### src/rtl/gpio_grp_pkg.sv
package gpio_grp_pkg;
  localparam int REG_W    = 32;
  localparam int ADDR_W   = 4;
  localparam int MODE_BIT = 10;
  localparam logic [REG_W-1:0] MODE_READ_BASE = 32'h11FF_0000;

  localparam logic [ADDR_W-1:0] ADDR_DIR    = 4'd0;
  localparam logic [ADDR_W-1:0] ADDR_POL    = 4'd1;
  localparam logic [ADDR_W-1:0] ADDR_VAL    = 4'd2;
  localparam logic [ADDR_W-1:0] ADDR_SET    = 4'd3;
  localparam logic [ADDR_W-1:0] ADDR_CLR    = 4'd4;
  localparam logic [ADDR_W-1:0] ADDR_CAUSE  = 4'd5;
  localparam logic [ADDR_W-1:0] ADDR_MASK_A = 4'd6;
  localparam logic [ADDR_W-1:0] ADDR_MASK_B = 4'd7;
  localparam logic [ADDR_W-1:0] ADDR_MODE   = 4'd8;

  typedef enum logic [2:0] {
    RD_NONE, RD_DIR, RD_POL, RD_VAL, RD_CAUSE, RD_MASK, RD_MODE
  } rdSelE;

  typedef struct packed {
    logic  wrDir;
    logic  wrPol;
    logic  wrVal;
    logic  wrSet;
    logic  wrClr;
    logic  wrCause;
    logic  wrMask;
    logic  wrMode;
    rdSelE rdSel;
  } ctrlStrobesT;
endpackage

### src/rtl/gpio_grp_sync.sv
module gpio_grp_sync #(
  parameter int WIDTH  = 32,
  parameter int STAGES = 2
) (
  input  logic             clk,
  input  logic             rstN,
  input  logic [WIDTH-1:0] asyncIn,
  output logic [WIDTH-1:0] syncOut
);
  logic [WIDTH-1:0] stageQ [STAGES];

  for (genvar s = 0; s < STAGES; s++) begin : g_stage
    if (s == 0) begin : g_first
      always_ff @(posedge clk or negedge rstN) begin
        if (!rstN) stageQ[s] <= '0;
        else       stageQ[s] <= asyncIn;
      end
    end else begin : g_next
      always_ff @(posedge clk or negedge rstN) begin
        if (!rstN) stageQ[s] <= '0;
        else       stageQ[s] <= stageQ[s-1];
      end
    end
  end

  assign syncOut = stageQ[STAGES-1];
endmodule

### src/rtl/gpio_grp_ctrl.sv
module gpio_grp_ctrl
  import gpio_grp_pkg::*;
(
  input  logic [ADDR_W-1:0] regAddr,
  input  logic              regWrEn,
  output ctrlStrobesT       strobes
);
  always_comb begin
    strobes = '0;
    strobes.rdSel = RD_NONE;
    unique case (regAddr)
      ADDR_DIR: begin
        strobes.wrDir = regWrEn;
        strobes.rdSel = RD_DIR;
      end
      ADDR_POL: begin
        strobes.wrPol = regWrEn;
        strobes.rdSel = RD_POL;
      end
      ADDR_VAL: begin
        strobes.wrVal = regWrEn;
        strobes.rdSel = RD_VAL;
      end
      ADDR_SET:   strobes.wrSet = regWrEn;
      ADDR_CLR:   strobes.wrClr = regWrEn;
      ADDR_CAUSE: begin
        strobes.wrCause = regWrEn;
        strobes.rdSel   = RD_CAUSE;
      end
      ADDR_MASK_A, ADDR_MASK_B: begin
        strobes.wrMask = regWrEn;
        strobes.rdSel  = RD_MASK;
      end
      ADDR_MODE: begin
        strobes.wrMode = regWrEn;
        strobes.rdSel  = RD_MODE;
      end
      default: strobes.rdSel = RD_NONE;
    endcase
  end
endmodule

### src/rtl/gpio_grp_datapath.sv
module gpio_grp_datapath
  import gpio_grp_pkg::*;
#(
  parameter int NUM_PINS   = 32,
  parameter int LANE_WIDTH = 8,
  localparam int NUM_LANES = NUM_PINS / LANE_WIDTH
) (
  input  logic                 clk,
  input  logic                 rstN,
  input  ctrlStrobesT          strobes,
  input  logic [REG_W-1:0]     regWrData,
  input  logic [NUM_PINS-1:0]  syncIn,
  output logic [REG_W-1:0]     regRdData,
  output logic [NUM_PINS-1:0]  valueOut,
  output logic [NUM_PINS-1:0]  dirOut,
  output logic [NUM_LANES-1:0] irqOut
);
  logic [NUM_PINS-1:0]  dirQ, polQ, valueQ, causeQ, maskQ;
  logic                 modeQ;
  logic [NUM_LANES-1:0] irqQ;

  logic [NUM_PINS-1:0]  wrBits, swVal, valueNext, rise, causeNext, causeDelta;
  logic [NUM_LANES-1:0] laneSet, laneEdgeClr, laneLevelClr, irqNext;

  assign wrBits = regWrData[NUM_PINS-1:0];

  // Software view of output bits, then merge with sampled inputs
  always_comb begin
    swVal = valueQ;
    if (strobes.wrVal)      swVal = wrBits;
    else if (strobes.wrSet) swVal = valueQ | wrBits;
    else if (strobes.wrClr) swVal = valueQ & ~wrBits;
    valueNext  = (dirQ & swVal) | (~dirQ & (syncIn ^ polQ));
    rise       = valueNext & ~valueQ & ~dirQ;
    causeNext  = (strobes.wrCause ? wrBits : causeQ) | rise;
    causeDelta = causeQ ^ wrBits;
  end

  for (genvar g = 0; g < NUM_LANES; g++) begin : g_lane
    localparam int LO = g * LANE_WIDTH;
    assign laneSet[g]      = |(rise[LO +: LANE_WIDTH] & maskQ[LO +: LANE_WIDTH]);
    assign laneEdgeClr[g]  = strobes.wrCause & ~modeQ
                           & (|causeDelta[LO +: LANE_WIDTH])
                           & ~(|wrBits[LO +: LANE_WIDTH]);
    assign laneLevelClr[g] = modeQ & ~(|valueNext[LO +: LANE_WIDTH]);
    assign irqNext[g]      = laneSet[g] | (irqQ[g] & ~(laneEdgeClr[g] | laneLevelClr[g]));
  end

  always_ff @(posedge clk or negedge rstN) begin
    if (!rstN) begin
      dirQ   <= '0;
      polQ   <= '0;
      valueQ <= '0;
      causeQ <= '0;
      maskQ  <= '0;
      modeQ  <= 1'b0;
      irqQ   <= '0;
    end else begin
      if (strobes.wrDir)  dirQ  <= wrBits;
      if (strobes.wrPol)  polQ  <= wrBits;
      if (strobes.wrMask) maskQ <= wrBits;
      if (strobes.wrMode) modeQ <= regWrData[MODE_BIT];
      valueQ <= valueNext;
      causeQ <= causeNext;
      irqQ   <= irqNext;
    end
  end

  always_comb begin
    unique case (strobes.rdSel)
      RD_DIR:   regRdData = REG_W'(dirQ);
      RD_POL:   regRdData = REG_W'(polQ);
      RD_VAL:   regRdData = REG_W'(valueQ);
      RD_CAUSE: regRdData = REG_W'(causeQ);
      RD_MASK:  regRdData = REG_W'(maskQ);
      RD_MODE:  regRdData = MODE_READ_BASE | (REG_W'(modeQ) << MODE_BIT);
      default:  regRdData = '0;
    endcase
  end

  assign valueOut = valueQ;
  assign dirOut   = dirQ;
  assign irqOut   = irqQ;
endmodule

### src/rtl/gpio_grp_port.sv
module gpio_grp_port
  import gpio_grp_pkg::*;
#(
  parameter int NUM_PINS    = 32,
  parameter int LANE_WIDTH  = 8,
  parameter int SYNC_STAGES = 2,
  localparam int NUM_LANES  = NUM_PINS / LANE_WIDTH
) (
  input  logic                 clk,
  input  logic                 rstN,
  input  logic [ADDR_W-1:0]    regAddr,
  input  logic                 regWrEn,
  input  logic [REG_W-1:0]     regWrData,
  output logic [REG_W-1:0]     regRdData,
  input  logic [NUM_PINS-1:0]  pinIn,
  output logic [NUM_PINS-1:0]  pinOut,
  output logic [NUM_PINS-1:0]  pinOe,
  output logic [NUM_LANES-1:0] irqGroup
);
  ctrlStrobesT         strobes;
  logic [NUM_PINS-1:0] syncIn;

  gpio_grp_sync #(.WIDTH(NUM_PINS), .STAGES(SYNC_STAGES)) i_sync (
    .clk     (clk),
    .rstN    (rstN),
    .asyncIn (pinIn),
    .syncOut (syncIn)
  );

  gpio_grp_ctrl i_ctrl (
    .regAddr (regAddr),
    .regWrEn (regWrEn),
    .strobes (strobes)
  );

  gpio_grp_datapath #(.NUM_PINS(NUM_PINS), .LANE_WIDTH(LANE_WIDTH)) i_dp (
    .clk       (clk),
    .rstN      (rstN),
    .strobes   (strobes),
    .regWrData (regWrData),
    .syncIn    (syncIn),
    .regRdData (regRdData),
    .valueOut  (pinOut),
    .dirOut    (pinOe),
    .irqOut    (irqGroup)
  );
endmodule

### config.mk
export PLATFORM = sky130hd
export DESIGN_NAME = gpio_grp_port
export DESIGN_NICKNAME = d
export VERILOG_FILES = /design/src/rtl/gpio_grp_pkg.sv /design/src/rtl/gpio_grp_sync.sv /design/src/rtl/gpio_grp_ctrl.sv /design/src/rtl/gpio_grp_datapath.sv /design/src/rtl/gpio_grp_port.sv
export SDC_FILE = /design/constraint.sdc
export NUM_CORES = 1
export LEC_CHECK = 0
export BUFFER_PORTS_ARGS = -buffer_cell sky130_fd_sc_hd__buf_2
export CORE_ASPECT_RATIO = 0.6
export CORE_MARGIN = 5
export CORE_UTILIZATION = 57
export DETAILED_ROUTE_END_ITERATION = 8
export PLACE_DENSITY = 0.8
export SETUP_SLACK_MARGIN = 0.3
export SLEW_MARGIN = 20
export SYNTH_ARGS = -nofsm -noshare
export SYNTH_HDL_FRONTEND = slang
export SYNTH_HIERARCHICAL = 1
export SYNTH_SLANG_ARGS = --single-unit
### constraint.sdc
create_clock -name clk -period 3.3 [get_ports clk]
set_input_delay 0.495 -clock clk [delete_from_list [all_inputs] [get_ports clk]]
set_output_delay 0.495 -clock clk [all_outputs]
set_load 0.05 [all_outputs]
==> results.txt <==
Worst Hold Class - primary input to register
RSZ-0062 raised after global routing - true
First-pass GRT wire length - 50.6 mm
CP endpoint kind - output pin
Top-count cell post-synth - dfrtp_1
CTS Buf Count - 22
Crit path kind - primary input to output pin
Crit path DAT - 2.46 ns
Placed cells - 1,402
Worst reg2reg path endpoint - i_dp/irqOut[0]
Power Density - 777 mW/mm2
Row cnt - 39
Ant diodes - 0
Top post-synthesis cells by count - 229 x dfrtp_1, 88 x mux2_2, 62 x nor2_1, 59 x clkbuf_1, 59 x nand2_1
Post-Route Skew - 0.0111 ns
Global-route usage over all layers - 28.0%
Layout cells sized above 1 - 33.1%
Final Hold Fails - 0
CTS tree - yes
Synth Cell Area - 0.0113 mm2
DIE AREA - 0.0228 mm2
Post-route ant nets - 0
Chip Height - 119 um
Tmin final - 2.96 ns
Hold path startpoint - pinIn[0]
Req. time, crit path - 2.80 ns
Share of the yosys chip area belonging to registers - 50.8%
Pin count of the biggest net entering global routing - 78
Reg2reg start - i_dp/polQ[3]
First-pass DRT Iterations - 5
Initial core utilization - 58.6%
Library cells used by synthesis - 57
Fmax - 338 MHz
Post-Route WL - 32.1 mm
Worst-path clk slew - 0.07 ns
Pint - 0.00634 W
Ys Warns - 6
Layout Nets - 1,236
Worst R2R Setup Slack - 1.37 ns
DRC violations left - 0
Dpl ws - 0.236 ns
TNS Setup - 0 ns
# setup viols final - 0
Area grow syn2layout - 19.1%
Synth Register Bits - 229
Number of H-tree levels - 1
Sw power - 0.00409 W
Die W - 192 um
Peak supply drop - 0.000487 V
EDFF count, synth - 0
DP Area - 0.0124 mm2
Clk sinks - 229
Wire per inst - 22.2 um
Sequential power share - 39.2%
Port Buf Inserts - 170
Vias in the first global route - 8,905
Mapped Nets - 1,114
Post-DP HPWL - 21.8 mm
Final setup margin - 0.340 ns
Syn Area/Cell - 10.8 um2
Initial antenna violation count - 2
Max-slew violations - 0
Share of flip-flops with an asynchronous set or reset - 100%
IO Pins - 171
Root Driver - clkbuf_16
Crit-path max FO - 10
Worst Tran Pin Value - 0.734 ns
Via Count - 8,959
Remaining global-route overflow - 0
Area share of the largest cell type after synthesis - 50.8%
Worst Setup Start Kind - primary input
Dominant synthesized flop cell - dfrtp_1
CTS max path bufs - 3
GP Congestion - 0.916
Worst hold path depth - 1
Top post-synthesis cells by area - dfrtp_1 51%, mux2_2 8.8%, mux2i_1 3.5%
Core ar. - 0.0192 mm2
Mapped Cells - 1,043
Worst hold path endpoint - i_sync/stageQ[32]
Final Non-Filler Cells - 1,446
Clock power share - 27.0%
Worst-Skew Late Latency - 0.51 ns
Iteration-0 DRC Markers - 886
Synth area leader - dfrtp_1
Routed vias/inst - 6.20
Final instance area - 0.0134 mm2
Switching share of power - 39.2%
Static leakage - 5.70 nW
Comb power frac - 33.8%
Status - finished, final reports clean
Max_slew headroom - 50.9%
Number of max-cap violations - 0
Worst r2r path cells - 5
Final critical-path share of the clock period - 89.7%
cells in the final DEF, fill, tap and decap left out, types with 6 or more instances in the layout:
cell,instances
dfrtp_1,229
buf_2,155
mux2_2,88
nor2_1,59
nand2_1,59
o21ai_0,42
xnor2_1,42
mux2i_1,39
nor2b_1,39
buf_4,38
a221o_1,28
inv_1,27
clkbuf_16,23
xor2_1,23
a21oi_1,23
a221oi_1,18
nand3_1,18
nor3_1,15
a211o_1,15
a21oi_2,14
nor4_1,13
nand2b_1,11
nand4_1,11
a221oi_2,10
a21oi_4,10
buf_6,9
a22oi_1,8
and2_1,8
a32oi_1,7
clkinv_2,6
and2_0,6
o311ai_0,6
power by group through the flow:
stage | sequential, W | combinational [W] | clock, W
floorplan | 0.00476 | 0.00180 | 0
global placement | 0.00407 | 0.00337 | 0
detailed placement | 0.00408 | 0.00343 | 0
CTS | 0.00404 | 0.00348 | 0.00285
global route | 0.00416 | 0.00376 | 0.00298
finish | 0.00408 | 0.00353 | 0.00281
metrics by stage:
step           hold slack [ns]  power, W  util [%]
3_3_place_gp             0.332   0.00743      64.5
6_report                0.0898    0.0104      69.8
2_1_floorplan            0.199   0.00656         -
5_1_grt                 0.0723    0.0109      69.8
3_5_place_dp             0.336   0.00752      64.5
4_1_cts                 0.0734    0.0104      69.1
final cells by class:
class,count,area (um2)
Clock buffer,28,624
Clock inverter,11,180
Fill cell,1492,5800
Inverter,27,101
Multi-Input combinational cell,673,5150
Sequential cell,229,5730
Tap cell,266,333
Timing Repair Buffer,212,1300
metal layers:
metal  vias up  GRT usage, %  part of all wire (%)
li1       3952             -                     -
met1      4487          42.7                    45
met2       458          40.9                    44
met3        58          6.14                   8.9
met4         4          6.91                   2.1
met5         -             0                 0.059
worst max path at each step:
stage                     startpoint       endpoint  slack (ns)  cells after the start
after global routing      regAddr[1]  regRdData[20]        0.26                      9
after global placement    regAddr[1]  regRdData[22]        0.29                      9
after floorplan           regAddr[1]  regRdData[11]        0.25                      9
final                     regAddr[1]  regRdData[16]        0.34                      9
after CTS                 regAddr[1]  regRdData[20]        0.30                      9
after detailed placement  regAddr[1]  regRdData[18]        0.24                      9
repair_timing:
| action | 4_1_cts | 5_1_grt |
|---|---|---|
| gates resized for setup | 7 | 44 |
| pin swaps | 0 | 2 |
| setup endpoints to repair | 28 | 29 |
| hold buffers | 1 | 0 |
| setup buffers | 4 | 0 |
| hold endpoints to repair | 61 | 0 |
registers in the layout, indices dropped and copies added (netlist names):
signal	cells
i_sync/syncOut	32
i_sync/stageQ	32
i_dp/dirOut	32
i_dp/valueOut	32
i_dp/causeQ	32
i_dp/maskQ	32
i_dp/polQ	32
i_dp/modeQ	1
i_dp/irqOut	4
critical path, cell delays in order:
cell and delay [ns]:
buf_2 0.16, or4b_4 0.55, o21ai_4 0.13, buf_6 0.15
nor2b_2 0.04, buf_4 0.20, a22o_1 0.19, a221o_1 0.38
buf_6 0.17
kinds of logic (layout without fill, tap and decap cells):
| group | Yosys count | in the layout | synth area share [%] |
|---|---|---|---|
| simple gates | 265 | 265 | 11.9 |
| buf+inv | 141 | 278 | 6.12 |
| compound gates | 216 | 216 | 13.8 |
| mux | 127 | 127 | 12.3 |
| xor+xnor | 65 | 65 | 5.05 |
| flops | 229 | 229 | 50.8 |
(Power assumes the default switching activity.)
